[config.mk]
export PLATFORM = sky130hd
export DESIGN_NAME = touch_xyz_sampler
export DESIGN_NICKNAME = d
export VERILOG_FILES = /design/src/rtl/touch_xyz_pkg.sv /design/src/rtl/touch_xyz_ctrl.sv /design/src/rtl/touch_xyz_datapath.sv /design/src/rtl/touch_xyz_sampler.sv
export SDC_FILE = /design/constraint.sdc
export NUM_CORES = 1
export LEC_CHECK = 0
export BUFFER_PORTS_ARGS = -buffer_cell sky130_fd_sc_hd__clkbuf_2
export CELL_PAD_IN_SITES_DETAIL_PLACEMENT = 0
export CELL_PAD_IN_SITES_GLOBAL_PLACEMENT = 2
export CORE_MARGIN = 5
export CORE_UTILIZATION = 30
export CTS_CLUSTER_SIZE = 12
export DETAILED_ROUTE_END_ITERATION = 8
export GPL_TIMING_DRIVEN = 1
export PLACE_DENSITY_LB_ADDON = 0.25
export SKIP_CTS_REPAIR_TIMING = 1
export SLEW_MARGIN = 20
export SYNTH_ARGS = -nofsm -noshare
export SYNTH_HDL_FRONTEND = slang
export SYNTH_SLANG_ARGS = --single-unit
[constraint.sdc]
create_clock -name clk -period 2.8 [get_ports clk]
set_clock_uncertainty 0.15 [all_clocks]
set_input_delay 0.28 -clock clk [delete_from_list [all_inputs] [get_ports clk]]
set_output_delay 0.28 -clock clk [all_outputs]
set_load 0.005 [all_outputs]
[src/rtl/touch_xyz_pkg.sv]
package touch_xyz_pkg;

  // Per-cycle commands from the sequencer to the shift datapath
  typedef struct packed {
    logic load;     // grant taken: latch commands, clear receive path
    logic capture;  // serial rising edge: sample the input line
    logic advance;  // serial falling edge: present next command bit
    logic publish;  // stream finished: copy results out
  } tpStrobes_t;

  typedef enum logic [1:0] {
    TP_WAIT = 2'd0,
    TP_REQ  = 2'd1,
    TP_XFER = 2'd2
  } tpState_t;

endpackage

[src/rtl/touch_xyz_ctrl.sv]
module touch_xyz_ctrl
  import touch_xyz_pkg::*;
#(
  parameter int HALF_DIV    = 40,
  parameter int RATE_CYCLES = 500000,
  parameter int XFER_BITS   = 51
) (
  input  logic       clk,
  input  logic       rstN,
  input  logic       slotGrant,
  output logic       slotReq,
  output logic       tpCsN,
  output logic       tpSck,
  output logic       done,
  output tpStrobes_t strobes
);

  localparam int DIV_W  = $clog2(HALF_DIV + 1);
  localparam int RATE_W = $clog2(RATE_CYCLES + 1);
  localparam int BIT_W  = $clog2(XFER_BITS + 1);
  localparam logic [DIV_W-1:0]  DIV_LAST  = DIV_W'(HALF_DIV - 1);
  localparam logic [RATE_W-1:0] RATE_LOAD = RATE_W'(RATE_CYCLES - 1);
  localparam logic [BIT_W-1:0]  BIT_LAST  = BIT_W'(XFER_BITS - 1);

  tpState_t         state;
  logic [DIV_W-1:0] divCnt;
  logic [RATE_W-1:0] rateCnt;
  logic [BIT_W-1:0] bitIdx;
  logic             phaseEnd;
  logic             lastBit;

  assign phaseEnd = (state == TP_XFER) && (divCnt == DIV_LAST);
  assign lastBit  = (bitIdx == BIT_LAST);

  always_comb begin
    strobes         = '0;
    strobes.load    = (state == TP_REQ) && slotGrant;
    strobes.capture = phaseEnd && !tpSck;
    strobes.advance = phaseEnd && tpSck && !lastBit;
    strobes.publish = phaseEnd && tpSck && lastBit;
  end

  always_ff @(posedge clk) begin
    if (!rstN) begin
      state   <= TP_WAIT;
      rateCnt <= RATE_LOAD;
      divCnt  <= '0;
      bitIdx  <= '0;
      slotReq <= 1'b0;
      tpCsN   <= 1'b1;
      tpSck   <= 1'b0;
      done    <= 1'b0;
    end else begin
      done <= 1'b0;
      case (state)
        TP_WAIT: begin
          if (rateCnt == '0) begin
            state   <= TP_REQ;
            slotReq <= 1'b1;
          end else begin
            rateCnt <= rateCnt - 1'b1;
          end
        end
        TP_REQ: begin
          if (slotGrant) begin
            state   <= TP_XFER;
            slotReq <= 1'b0;
            tpCsN   <= 1'b0;
            tpSck   <= 1'b0;
            divCnt  <= '0;
            bitIdx  <= '0;
          end
        end
        TP_XFER: begin
          if (divCnt == DIV_LAST) begin
            divCnt <= '0;
            tpSck  <= ~tpSck;
            if (tpSck) begin
              if (lastBit) begin
                state   <= TP_WAIT;
                tpCsN   <= 1'b1;
                done    <= 1'b1;
                rateCnt <= RATE_LOAD;
              end else begin
                bitIdx <= bitIdx + 1'b1;
              end
            end
          end else begin
            divCnt <= divCnt + 1'b1;
          end
        end
        default: state <= TP_WAIT;
      endcase
    end
  end

  // Independent tally of cycles since the serial clock last moved
  logic [DIV_W-1:0] sinceToggle;
  always_ff @(posedge clk) begin
    if (!rstN || strobes.load || strobes.capture || strobes.advance || strobes.publish)
      sinceToggle <= '0;
    else if (sinceToggle != {DIV_W{1'b1}})
      sinceToggle <= sinceToggle + 1'b1;
  end

  assert_sck_idle_R1: assert property (@(posedge clk) disable iff (!rstN)
    tpCsN |-> !tpSck);

  assert_half_period_R2: assert property (@(posedge clk) disable iff (!rstN)
    !$stable(tpSck) |-> ($past(sinceToggle) == DIV_LAST));

  assert_done_edge_R6: assert property (@(posedge clk) disable iff (!rstN)
    done |-> (tpCsN && !$past(tpCsN)));

  assert_req_held_R8: assert property (@(posedge clk) disable iff (!rstN)
    (slotReq && !slotGrant) |=> slotReq);

  assert_grant_gated_R9: assert property (@(posedge clk) disable iff (!rstN)
    $fell(tpCsN) |-> $past(slotReq && slotGrant));

endmodule

[src/rtl/touch_xyz_datapath.sv]
module touch_xyz_datapath
  import touch_xyz_pkg::*;
#(
  parameter int XFER_BITS   = 51,
  parameter int RX_WORD     = 15,
  parameter int RESULT_BITS = 12,
  parameter int NUM_RESULTS = 3
) (
  input  logic                               clk,
  input  logic                               rstN,
  input  tpStrobes_t                         strobes,
  input  logic [XFER_BITS-1:0]               cmdStream,
  input  logic                               tpMiso,
  output logic                               tpMosi,
  output logic [NUM_RESULTS*RESULT_BITS-1:0] resultsFlat,
  output logic                               sampleValid
);

  localparam int RX_TOTAL = (NUM_RESULTS + 1) * RX_WORD;
  localparam int PREFILL  = RX_TOTAL - XFER_BITS;
  localparam int CNT_W    = $clog2(XFER_BITS + 1);

  logic [XFER_BITS-1:0] txShift;
  logic [RX_TOTAL-1:0]  rxShift;
  logic [CNT_W-1:0]     capCnt;

  assign tpMosi = txShift[XFER_BITS-1];

  always_ff @(posedge clk) begin
    if (!rstN) begin
      txShift <= '0;
      rxShift <= '0;
      capCnt  <= '0;
    end else if (strobes.load) begin
      txShift <= cmdStream;
      rxShift <= {RX_TOTAL{1'b0}};   // the PREFILL top bits stay zero
      capCnt  <= '0;
    end else begin
      if (strobes.advance) txShift <= {txShift[XFER_BITS-2:0], 1'b0};
      if (strobes.capture) begin
        rxShift <= {rxShift[RX_TOTAL-2:0], tpMiso};
        capCnt  <= capCnt + 1'b1;
      end
    end
  end

  // Frame 0 is discarded; frame g+1 feeds result g from its upper bits
  for (genvar g = 0; g < NUM_RESULTS; g++) begin : gResult
    localparam int FRAME_TOP = RX_TOTAL - 1 - (g + 1) * RX_WORD;
    always_ff @(posedge clk) begin
      if (!rstN)
        resultsFlat[(NUM_RESULTS-g)*RESULT_BITS-1 -: RESULT_BITS] <= '0;
      else if (strobes.publish)
        resultsFlat[(NUM_RESULTS-g)*RESULT_BITS-1 -: RESULT_BITS] <=
          rxShift[FRAME_TOP -: RESULT_BITS];
    end
  end

  always_ff @(posedge clk) begin
    if (!rstN) sampleValid <= 1'b0;
    else       sampleValid <= strobes.publish;
  end

  assert_bit_count_R4: assert property (@(posedge clk) disable iff (!rstN)
    strobes.publish |-> (capCnt == CNT_W'(XFER_BITS)));

  assert_prefill_R4: assert property (@(posedge clk) disable iff (!rstN)
    strobes.publish |-> (rxShift[RX_TOTAL-1 -: PREFILL] == '0));

  assert_valid_pulse_R7: assert property (@(posedge clk) disable iff (!rstN)
    sampleValid |=> !sampleValid);

  assert_results_hold_R7: assert property (@(posedge clk) disable iff (!rstN)
    !sampleValid |-> $stable(resultsFlat));

endmodule

[src/rtl/touch_xyz_sampler.sv]
module touch_xyz_sampler
  import touch_xyz_pkg::*;
#(
  parameter int HALF_DIV    = 40,
  parameter int RATE_CYCLES = 500000,
  parameter int CMD_WORD    = 17,
  parameter int CMD_WORDS   = 3,
  parameter int RX_WORD     = 15,
  parameter int RESULT_BITS = 12
) (
  input  logic                             clk,
  input  logic                             rstN,
  input  logic                             slotGrant,
  input  logic [CMD_WORD*CMD_WORDS-1:0]    cmdStream,
  input  logic                             tpMiso,
  output logic                             slotReq,
  output logic                             tpCsN,
  output logic                             tpSck,
  output logic                             tpMosi,
  output logic                             done,
  output logic                             sampleValid,
  output logic [RESULT_BITS-1:0]           sampleX,
  output logic [RESULT_BITS-1:0]           sampleY,
  output logic [RESULT_BITS-1:0]           sampleZ
);

  localparam int XFER_BITS   = CMD_WORD * CMD_WORDS;
  localparam int NUM_RESULTS = 3;

  tpStrobes_t                         strobes;
  logic [NUM_RESULTS*RESULT_BITS-1:0] resultsFlat;

  touch_xyz_ctrl #(
    .HALF_DIV   (HALF_DIV),
    .RATE_CYCLES(RATE_CYCLES),
    .XFER_BITS  (XFER_BITS)
  ) uCtrl (
    .clk      (clk),
    .rstN     (rstN),
    .slotGrant(slotGrant),
    .slotReq  (slotReq),
    .tpCsN    (tpCsN),
    .tpSck    (tpSck),
    .done     (done),
    .strobes  (strobes)
  );

  touch_xyz_datapath #(
    .XFER_BITS  (XFER_BITS),
    .RX_WORD    (RX_WORD),
    .RESULT_BITS(RESULT_BITS),
    .NUM_RESULTS(NUM_RESULTS)
  ) uData (
    .clk        (clk),
    .rstN       (rstN),
    .strobes    (strobes),
    .cmdStream  (cmdStream),
    .tpMiso     (tpMiso),
    .tpMosi     (tpMosi),
    .resultsFlat(resultsFlat),
    .sampleValid(sampleValid)
  );

  assign sampleX = resultsFlat[3*RESULT_BITS-1 -: RESULT_BITS];
  assign sampleY = resultsFlat[2*RESULT_BITS-1 -: RESULT_BITS];
  assign sampleZ = resultsFlat[RESULT_BITS-1   -: RESULT_BITS];

endmodule

# Word-level counts from Yosys, hierarchy flattened
# Cells that the tools add are included.
[totals]
word_cells = 83
ff_bits = 170
n_memories = 0
mem_bits_rw = 0
out_inout_bits = 42
in_bits = 55
latch_bits = 0
mem_bits_ro = 0
[classes]
n_div = 0
bitwise = 2
reduce_logical = 23
mul = 0
magnitude_cmp = 0
add_sub_neg = 3
n_eq_ne = 11
n_shift = 0
muxes = 30
[op_table]
columns = ["op", "n"]
rows = [
  ["51-bit two-way mux", 2],
  ["19-bit two-way mux", 4],
  ["19-bit case mux with 2 select lines", 1],
  ["6-bit two-way mux", 5],
  ["6-bit case mux with 2 select lines", 2],
  ["5-bit AND reduction", 4],
  ["19-bit logical NOT", 1],
  ["19-bit by 1-bit subtractor with 19-bit output, second input constant", 1],
  ["6-bit by 1-bit adder with 6-bit output, second input constant", 2],
  ["6-bit == test, second input constant", 2],
  ["2-bit two-way mux", 5],
  ["2-bit inequality test, second input constant", 4],
  ["2-bit nonzero test", 4],
  ["1-bit two-way mux", 7],
  ["1-bit logical AND", 6],
  ["2-bit by 1-bit inequality test with 1-bit output, second input constant", 3],
  ["1-bit case mux with 2 select lines", 3],
  ["2-bit case mux with 3 select lines", 1],
  ["3-bit AND reduction", 2],
  ["4-bit AND reduction", 1],
  ["2-bit by 1-bit == test with 1-bit output, second input constant", 1],
  ["2-bit == test, second input constant", 1],
  ["1-bit logical NOT", 2],
  ["2-bit logical NOT", 1],
  ["3 further kinds", 4],
]

# Logic depth before layout (Yosys ltp)
# Gate-level depths: netlist of run 1.
[logic_depth]
word_depth = 6
depth_mapped = 9
mapped_depth_nobuf = 6

# Modules after synthesis
# From an unflattened synthesis of run 1, not the netlist that was laid out.
[unflattened]
cells_unflattened = 718
area_unflattened_um2 = 7592.3
[by_module_without_submodules]
columns = ["mod", "area_each_um2", "cells_per_inst", "instances", "seq_area_each_um2"]
rows = [
  ["touch_xyz_datapath", 5676.7, 491, 1, 2662.6],
  ["touch_xyz_ctrl", 1915.6, 227, 1, 740.7],
]

# Worst setup path before layout of run 1
# OpenSTA, ideal clock, no wires.
[synth_timing]
path_kind = "register to register"
start = "register uCtrl.rateCnt[9]"
end = "register uCtrl.rateCnt[14]"
stages_incl_launch_ff = 5
setup_slack_ps = 814
t_arrival_ps = 1766
path_buffers = 0
required_time_ps = 2580
synth_period_minus_slack_ps = 1986
setup_ps = 70
cell_sequence = "dfxtp_1 or4_4 or2_4 or4_1 a21boi_1"
[synth_between]
elab_chain_cells = 3
word_cells_on_any_way = 6
cone_classes = "add/sub: 1; eq/ne: 1; mux: 2; reduce/logical: 2"
[synth_rtl]
columns = ["item", "line_no", "text"]
rows = [
  ["from (decl)", "touch_xyz_ctrl.sv:27", "logic [RATE_W-1:0] rateCnt;"],
  ["from (signal assigned)", "touch_xyz_ctrl.sv:61", "rateCnt <= rateCnt - 1'b1;"],
  ["19-bit by 1-bit subtractor with 19-bit output / 19-bit logical NOT (equally long branches)", "touch_xyz_ctrl.sv:61, touch_xyz_ctrl.sv:57", ""],
  ["19-bit two-way mux / 2-bit inequality test (equally long branches)", "-", ""],
  ["19-bit case mux with 2 select lines / 5-bit AND reduction (equally long branches)", "-", ""],
]
# Several ways; a longest one is shown, not always the timed one. The select of a mux whose other input is x is not followed.
# A chain may end at the register's enable or synchronous reset.

# Worst setup path in the final report of run 1
[layout_timing]
start = "register uCtrl.rateCnt[0]"
end = "register uCtrl.rateCnt[10]"
# The elaborated chain is that of the path after synthesis.

==> flow_summary_export.csv, run 1 <==
group,metric,value,unit
cells_and_area,final-seq-area,3400,um2
critical_path,cp.required,3000,ps
yosys,yosys_warnings,0,
die,num_rows,56,
routing,drc,0,
critical_path,critPathLaunch,"uCtrl.rateCnt[0]",
placed_design,numPortBuffers,96,
yosys,async_flop_share,0,%
outcome,outcome,"completed",
routing,wl_per_cell,15.6,um
yosys,synth_cell_types,56,
clock_network,htree_num_levels,4,
sta,period_needed,2280,ps
pwr,p_total,5.00,mW
critical_path,crit_arrival,2480,ps
yosys,ys_ff_latch,170,
clock_network,cts_tree,"built",
global_route,grt_pass1_vias,6597,
sta,finalHoldViolations,0,
global_route,antenna_found_initial,1,
routing,vias,6801,
critical_path,rr_worst_depth,6,
routing,drt_iter0_drc,385,
global_route,grt_max_degree,71,
yosys,postSynthAreaPerCell,8.08,um2
critical_path,startpoint_type,"flop",
critical_path,critical_path_peak_fanout,10,
pwr,power.leakage,3.14,nW
flow_run,maxCapViolations,0,
sta,fin_tns_setup,0,ps
yosys,netlist_instances,897,
clock_network,cts-root-buf,"clkbuf_16",
cells_and_area,layout-area-overhead-vs-synth,26.7,%
die,start_util,30.7,%
cells_and_area,multi_input_area,3530,um2
die,die-area,27400,um2
global_route,overflow,0,
yosys,syn_nets,956,
routing,ant_nets,0,
critical_path,worstReg2RegStart,"uCtrl.rateCnt[0]",
die,die_x,165,um
clock_network,numCtsBuffers,17,
pwr,max-vdd-ir-drop,321,uV
sta,fmax,439,MHz
global_route,grt_usage,15.1,%
placed_design,hpwl,12.4,mm
sta,finalCritPeriodShare,81.3,%
cells_and_area,layout_commonest_cell,"nand2_1",
worst_hold_path,min_from,"slotGrant",
die,die_y,165,um
clock_network,cts.sinks,170,
global_route,grt_pass1_wl,33.7,mm
yosys,synth-main-ff-cell,"dfxtp_1",
clock_network,clock_latency,430,ps
yosys,synth-edff-count,0,
sta,worstMarginPinSlew,631,ps
pwr,p_per_area,544,nW/um2
cells_and_area,layout-drive-gt1-share,16.9,%
routing,first_pass_iters,6,
cells_and_area,insertedDiodeCount,0,
cells_and_area,final.fill_count,2459,
critical_path,worstSetupEndpointType,"flop",
die,ios,97,
sta,max_slew_margin,57.8,%
clock_network,clock_path_buffers,2,
routing,via_per_inst,5.09,
worst_hold_path,hold_class,"input pin to flop",
sta,rsz0062_at_grt,"false",
routing,drt-total-wl,20.9,mm
yosys,yosysSeqAreaShare,47.0,%
die,core,23600,um2
cells_and_area,final_cell_mix,"nand2_1, dfxtp_1, a21oi_1",
critical_path,critPathKind,"flop to flop",
sta,finalSetupViolations,0,
clock_network,clk_pin_slew_worst_paths,70,ps
cells_and_area,final_util,38.9,%
placed_design,gp_congestion,0.758,
worst_hold_path,holdPathStages,4,
cells_and_area,nets,1063,
yosys,syn_area,7250,um2
sta,slew_violations,0,
[metrics by stage]
step                cells  hold WS, ps  area (um2)  setup slack, ps
finish               1336         87.1        9180              523
global route         1336          109        9180              343
CTS                  1284         -100        8660              492
detailed placement   1252          290        8080              530
global placement     1252          292        8080              597
floorplan             897          256        7250              814
[power breakdown]
group          total [mW]  leakage, nW  switching, mW  internal, mW
registers            2.42         1.37        0.00416          2.42
logic               0.190         1.49         0.0925        0.0972
clock network        2.38        0.278           1.12          1.27
[area by class of cell]
type	count	share of cell area, %
clock buffer	18	4.67
clock inverter	14	1.68
inverter	9	0.368
multi-input combinational	635	38.4
sequential	170	37.1
tap	319	4.35
timing repair buffer	171	13.5
[critical path, cell delays in order (launching register included)]
cell and delay, ps:
dfxtp_1 330, inv_1 90, ha_1 190, nor4b_2 390
nand3_2 280, or4_2 590, a21boi_0 190
[cell usage after synthesis, types with 2 or more instances]
cell | number | area share, %
mux2i_1 | 15 | 2.1
inv_1 | 9 | 0.47
nor4_1 | 2 | 0.17
a21oi_1 | 99 | 6.8
nand4_1 | 55 | 4.7
o21ai_0 | 42 | 2.9
o211ai_1 | 59 | 6.1
a31o_2 | 3 | 0.36
or4_1 | 2 | 0.21
and3_1 | 2 | 0.17
a211oi_1 | 11 | 1.1
a21boi_1 | 2 | 0.21
nor3_1 | 10 | 0.69
nand3_1 | 50 | 3.5
buf_1 | 13 | 0.67
a21boi_0 | 2 | 0.21
ha_1 | 4 | 0.69
clkbuf_1 | 60 | 3.1
a31oi_1 | 6 | 0.52
nand3b_1 | 4 | 0.41
buf_2 | 8 | 0.55
nand2_1 | 204 | 11
dfxtp_1 | 170 | 47
or3_1 | 2 | 0.17
and3b_1 | 3 | 0.36
nor2_1 | 19 | 0.98
o211a_1 | 6 | 0.83
a211o_1 | 4 | 0.48
or3_2 | 2 | 0.21
o31ai_1 | 3 | 0.31
[state kept, by name, indices dropped and copies added (netlist names)]
register           count
uData.txShift         51
uCtrl.rateCnt         19
uData.resultsFlat     36
uData.rxShift         45
uCtrl.tpSck            1
uCtrl.bitIdx           6
uCtrl.divCnt           6
uCtrl.done             1
uCtrl.tpCsN            1
uData.sampleValid      1
uCtrl.slotReq          1
uCtrl.state            2
[path summary, 6_finish.rpt]
kind / slack (ps) / to
hold reg to reg: 290 / uCtrl.tpCsN
hold / removal: 90 / uCtrl.state[0]
setup / recovery: 520 / uCtrl.rateCnt[10]
setup reg to reg: 520 / uCtrl.rateCnt[10]
[logic make-up (layout without fill, tap and decap cells)]
group / count (synthesis) / after routing / share of synthesized area, %
mux: 15 / 15 / 2.07
fa+ha+maj: 4 / 4 / 0.691
simple gates: 371 / 371 / 24.3
compound gates: 245 / 245 / 20.9
buf+inv: 92 / 212 / 5.09
flops: 170 / 170 / 47.0
[layer usage]
layer / global-route usage, % / share of wire, % / routed length, um / vias up
met4: 4.50 / 1.1 / 234 / 2
met3: 3.18 / 3.1 / 648 / 18
met5: 0 / 0.034 / 7 / -
li1: - / - / - / 3432
met1: 20.0 / 48 / 10100 / 3242
met2: 24.8 / 47 / 9900 / 107
(Power assumes the default switching activity.)
==> run 2, diff against run 1 <==
==> constraint.sdc (replaced) <==
create_clock -name clk -period 1.9 [get_ports clk]
set_clock_uncertainty 0.15 [all_clocks]
set_input_delay 0.19 -clock clk [delete_from_list [all_inputs] [get_ports clk]]
set_output_delay 0.19 -clock clk [all_outputs]
set_load 0.005 [all_outputs]
==> run 2 against run 1 <==
The flow now finishes with violations (negative hold slack, negative setup slack). Wire length increased by 4.1%. Sequential share of layout area decreased by 3.4 points. Power increased by 46%. Critical endpoint is now uCtrl.rateCnt[15]. Largest cell class unchanged. Largest power group unchanged. Highest routed layer is now met4.
==> flow_summary_export.csv, run 2 (synthesized netlist as in run 1, its figures left out) <==
group,metric,value,unit
placed_design,gp_congestion,0.750,
critical_path,worstReg2RegStart,"uCtrl.rateCnt[0]",
global_route,overflow,0,
outcome,violations,"negative hold slack, negative setup slack",
critical_path,cp.required,2110,ps
sta,finalCritPeriodShare,104,%
pwr,max-vdd-ir-drop,449,uV
routing,drt-total-wl,21.7,mm
cells_and_area,layout-drive-gt1-share,24.3,%
sta,max_slew_margin,76.2,%
die,core,23600,um2
routing,drc,0,
sta,fmax,506,MHz
critical_path,crit_path_frequent_cell,"buf_4",
die,ios,97,
placed_design,numPortBuffers,96,
sta,worstMarginPinSlew,357,ps
cells_and_area,fin_area,10100,um2
sta,hold_slack,-16.8,ps
sta,period_needed,1980,ps
routing,drt_iter0_drc,493,
clock_network,htree_num_levels,4,
outcome,outcome,"finished, violations left",
cells_and_area,layout_commonest_cell,"nand2_1",
die,num_rows,56,
critical_path,crit_arrival,2190,ps
cells_and_area,regMostFlops,"uData.txShift",
cells_and_area,final_cell_mix,"nand2_1, dfxtp_1, clkbuf_2",
global_route,grt_max_degree,70,
critical_path,startpoint_type,"flop",
sta,finalHoldViolations,1,
critical_path,cp_cell_sequence,"buf_4 -> nor3_1 -> nand4_1 -> buf_4 -> a2111oi_2 -> mux2i_1",
critical_path,critPathLaunch,"uCtrl.rateCnt[0]",
clock_network,clock_path_buffers,2,
die,die_y,165,um
die,die_x,165,um
die,die-area,27400,um2
cells_and_area,layout-area-overhead-vs-synth,39.7,%
routing,first_pass_iters,5,
sta,finalWorstSetupSlack,-76.3,ps
cells_and_area,insertedDiodeCount,0,
routing,ant_nets,0,
clock_network,numCtsBuffers,17,
placed_design,post_dp_cell_area,8580,um2
critical_path,crit_buf_inv,2,
critical_path,critical_path_peak_fanout,4,
clock_network,clk_pin_slew_worst_paths,70,ps
routing,vias,6922,
clock_network,cts.sinks,170,
placed_design,hpwl,12.7,mm
clock_network,clock_latency,430,ps
critical_path,worstSetupEndpointType,"flop",
critical_path,critPathKind,"flop to flop",
cells_and_area,largest_reg_flops,51,
die,start_util,30.7,%
critical_path,critPathMaxStageDelay,400,ps
cells_and_area,nets,1124,
clock_network,cts-root-buf,"clkbuf_16",
clock_network,cts_tree,"built",
flow_run,maxCapViolations,0,
sta,slew_violations,0,
worst_hold_path,hold_class,"input pin to flop",
global_route,antenna_found_initial,0,
critical_path,cpMaxStageDelayCell,"a2111oi_2",
cells_and_area,reg_top3,"uData.txShift (51), uData.rxShift (45), uData.resultsFlat (36)",
cells_and_area,final_util,42.9,%
routing,wl_per_cell,15.5,um
worst_hold_path,min_from,"slotGrant",
global_route,grt_pass1_vias,6411,
critical_path,crit_family,"simple AND/OR/NAND/NOR gates",
pwr,p_per_area,718,nW/um2
global_route,grt_pass1_wl,33.3,mm
pwr,power.leakage,3.58,nW
global_route,grt_usage,14.9,%
sta,rsz0062_at_grt,"true",
routing,via_per_inst,4.95,
sta,finalSetupViolations,5,
cells_and_area,final.fill_count,2399,
-- run 2: cell count changes in the layout (fill, tap and decap cells not counted), sizes merged --
cell,before,now
buf,23,78
bufinv,1,0
clkbuf,114,119
clkinv,2,7
clkinvlp,3,0
-- run 2: area by class of cell --
class / count / area (um2) / share of cell area [%]
clock inverter: 15 / 149 / 1.47
timing repair buffer: 232 / 2000 / 19.7
sequential: 170 / 3410 / 33.7
clock buffer: 17 / 425 / 4.20
tap: 319 / 399 / 3.94
inverter: 9 / 33.8 / 0.334
multi-input combinational: 635 / 3710 / 36.6
-- run 2: metrics by stage --
| step | std cells | setup WS [ps] | power (mW) | setup TNS (ps) |
|---|---|---|---|---|
| 3_3_place_gp | 1298 | -117 | 3.87 | -4840 |
| 6_report | 1397 | -76.3 | 7.27 | -174 |
| 5_1_grt | 1397 | -165 | 7.59 | -1280 |
| 2_1_floorplan | 897 | -63.0 | 3.75 | -2730 |
| 4_1_cts | 1330 | -163 | 7.30 | -1420 |
| 3_5_place_dp | 1298 | -153 | 3.87 | -321 |
-- run 2: worst register-to-register path, cell delays in order, from the launching register on --
cell and delay [ps]:
dfxtp_2 320, buf_4 130, nor3_1 270, nand4_1 210, buf_4 220, a2111oi_2 400
mux2i_1 210
-- run 2: worst paths after layout --
path,end,slack [ps],cells past startpoint
min,uCtrl.state[0],-20,4
max reg2reg,uCtrl.rateCnt[15],-80,6
max,uCtrl.rateCnt[15],-80,6
min reg2reg,uCtrl.tpCsN,300,2
-- run 2: layer usage --
layer  vias up  GRT usage [%]  routed length (um)
met3        13           3.15                 630
li1       3569              -                   -
met4         0           3.71                 224
met2       104           23.1                9940
met1      3236           21.1               10900
met5         -              0                   0
-- run 2: where the power goes --
group          total [mW]  internal (mW)  switching (mW)
Combinational       0.301          0.160           0.141
Clock                3.40           1.75            1.65
Sequential           3.57           3.57         0.00599
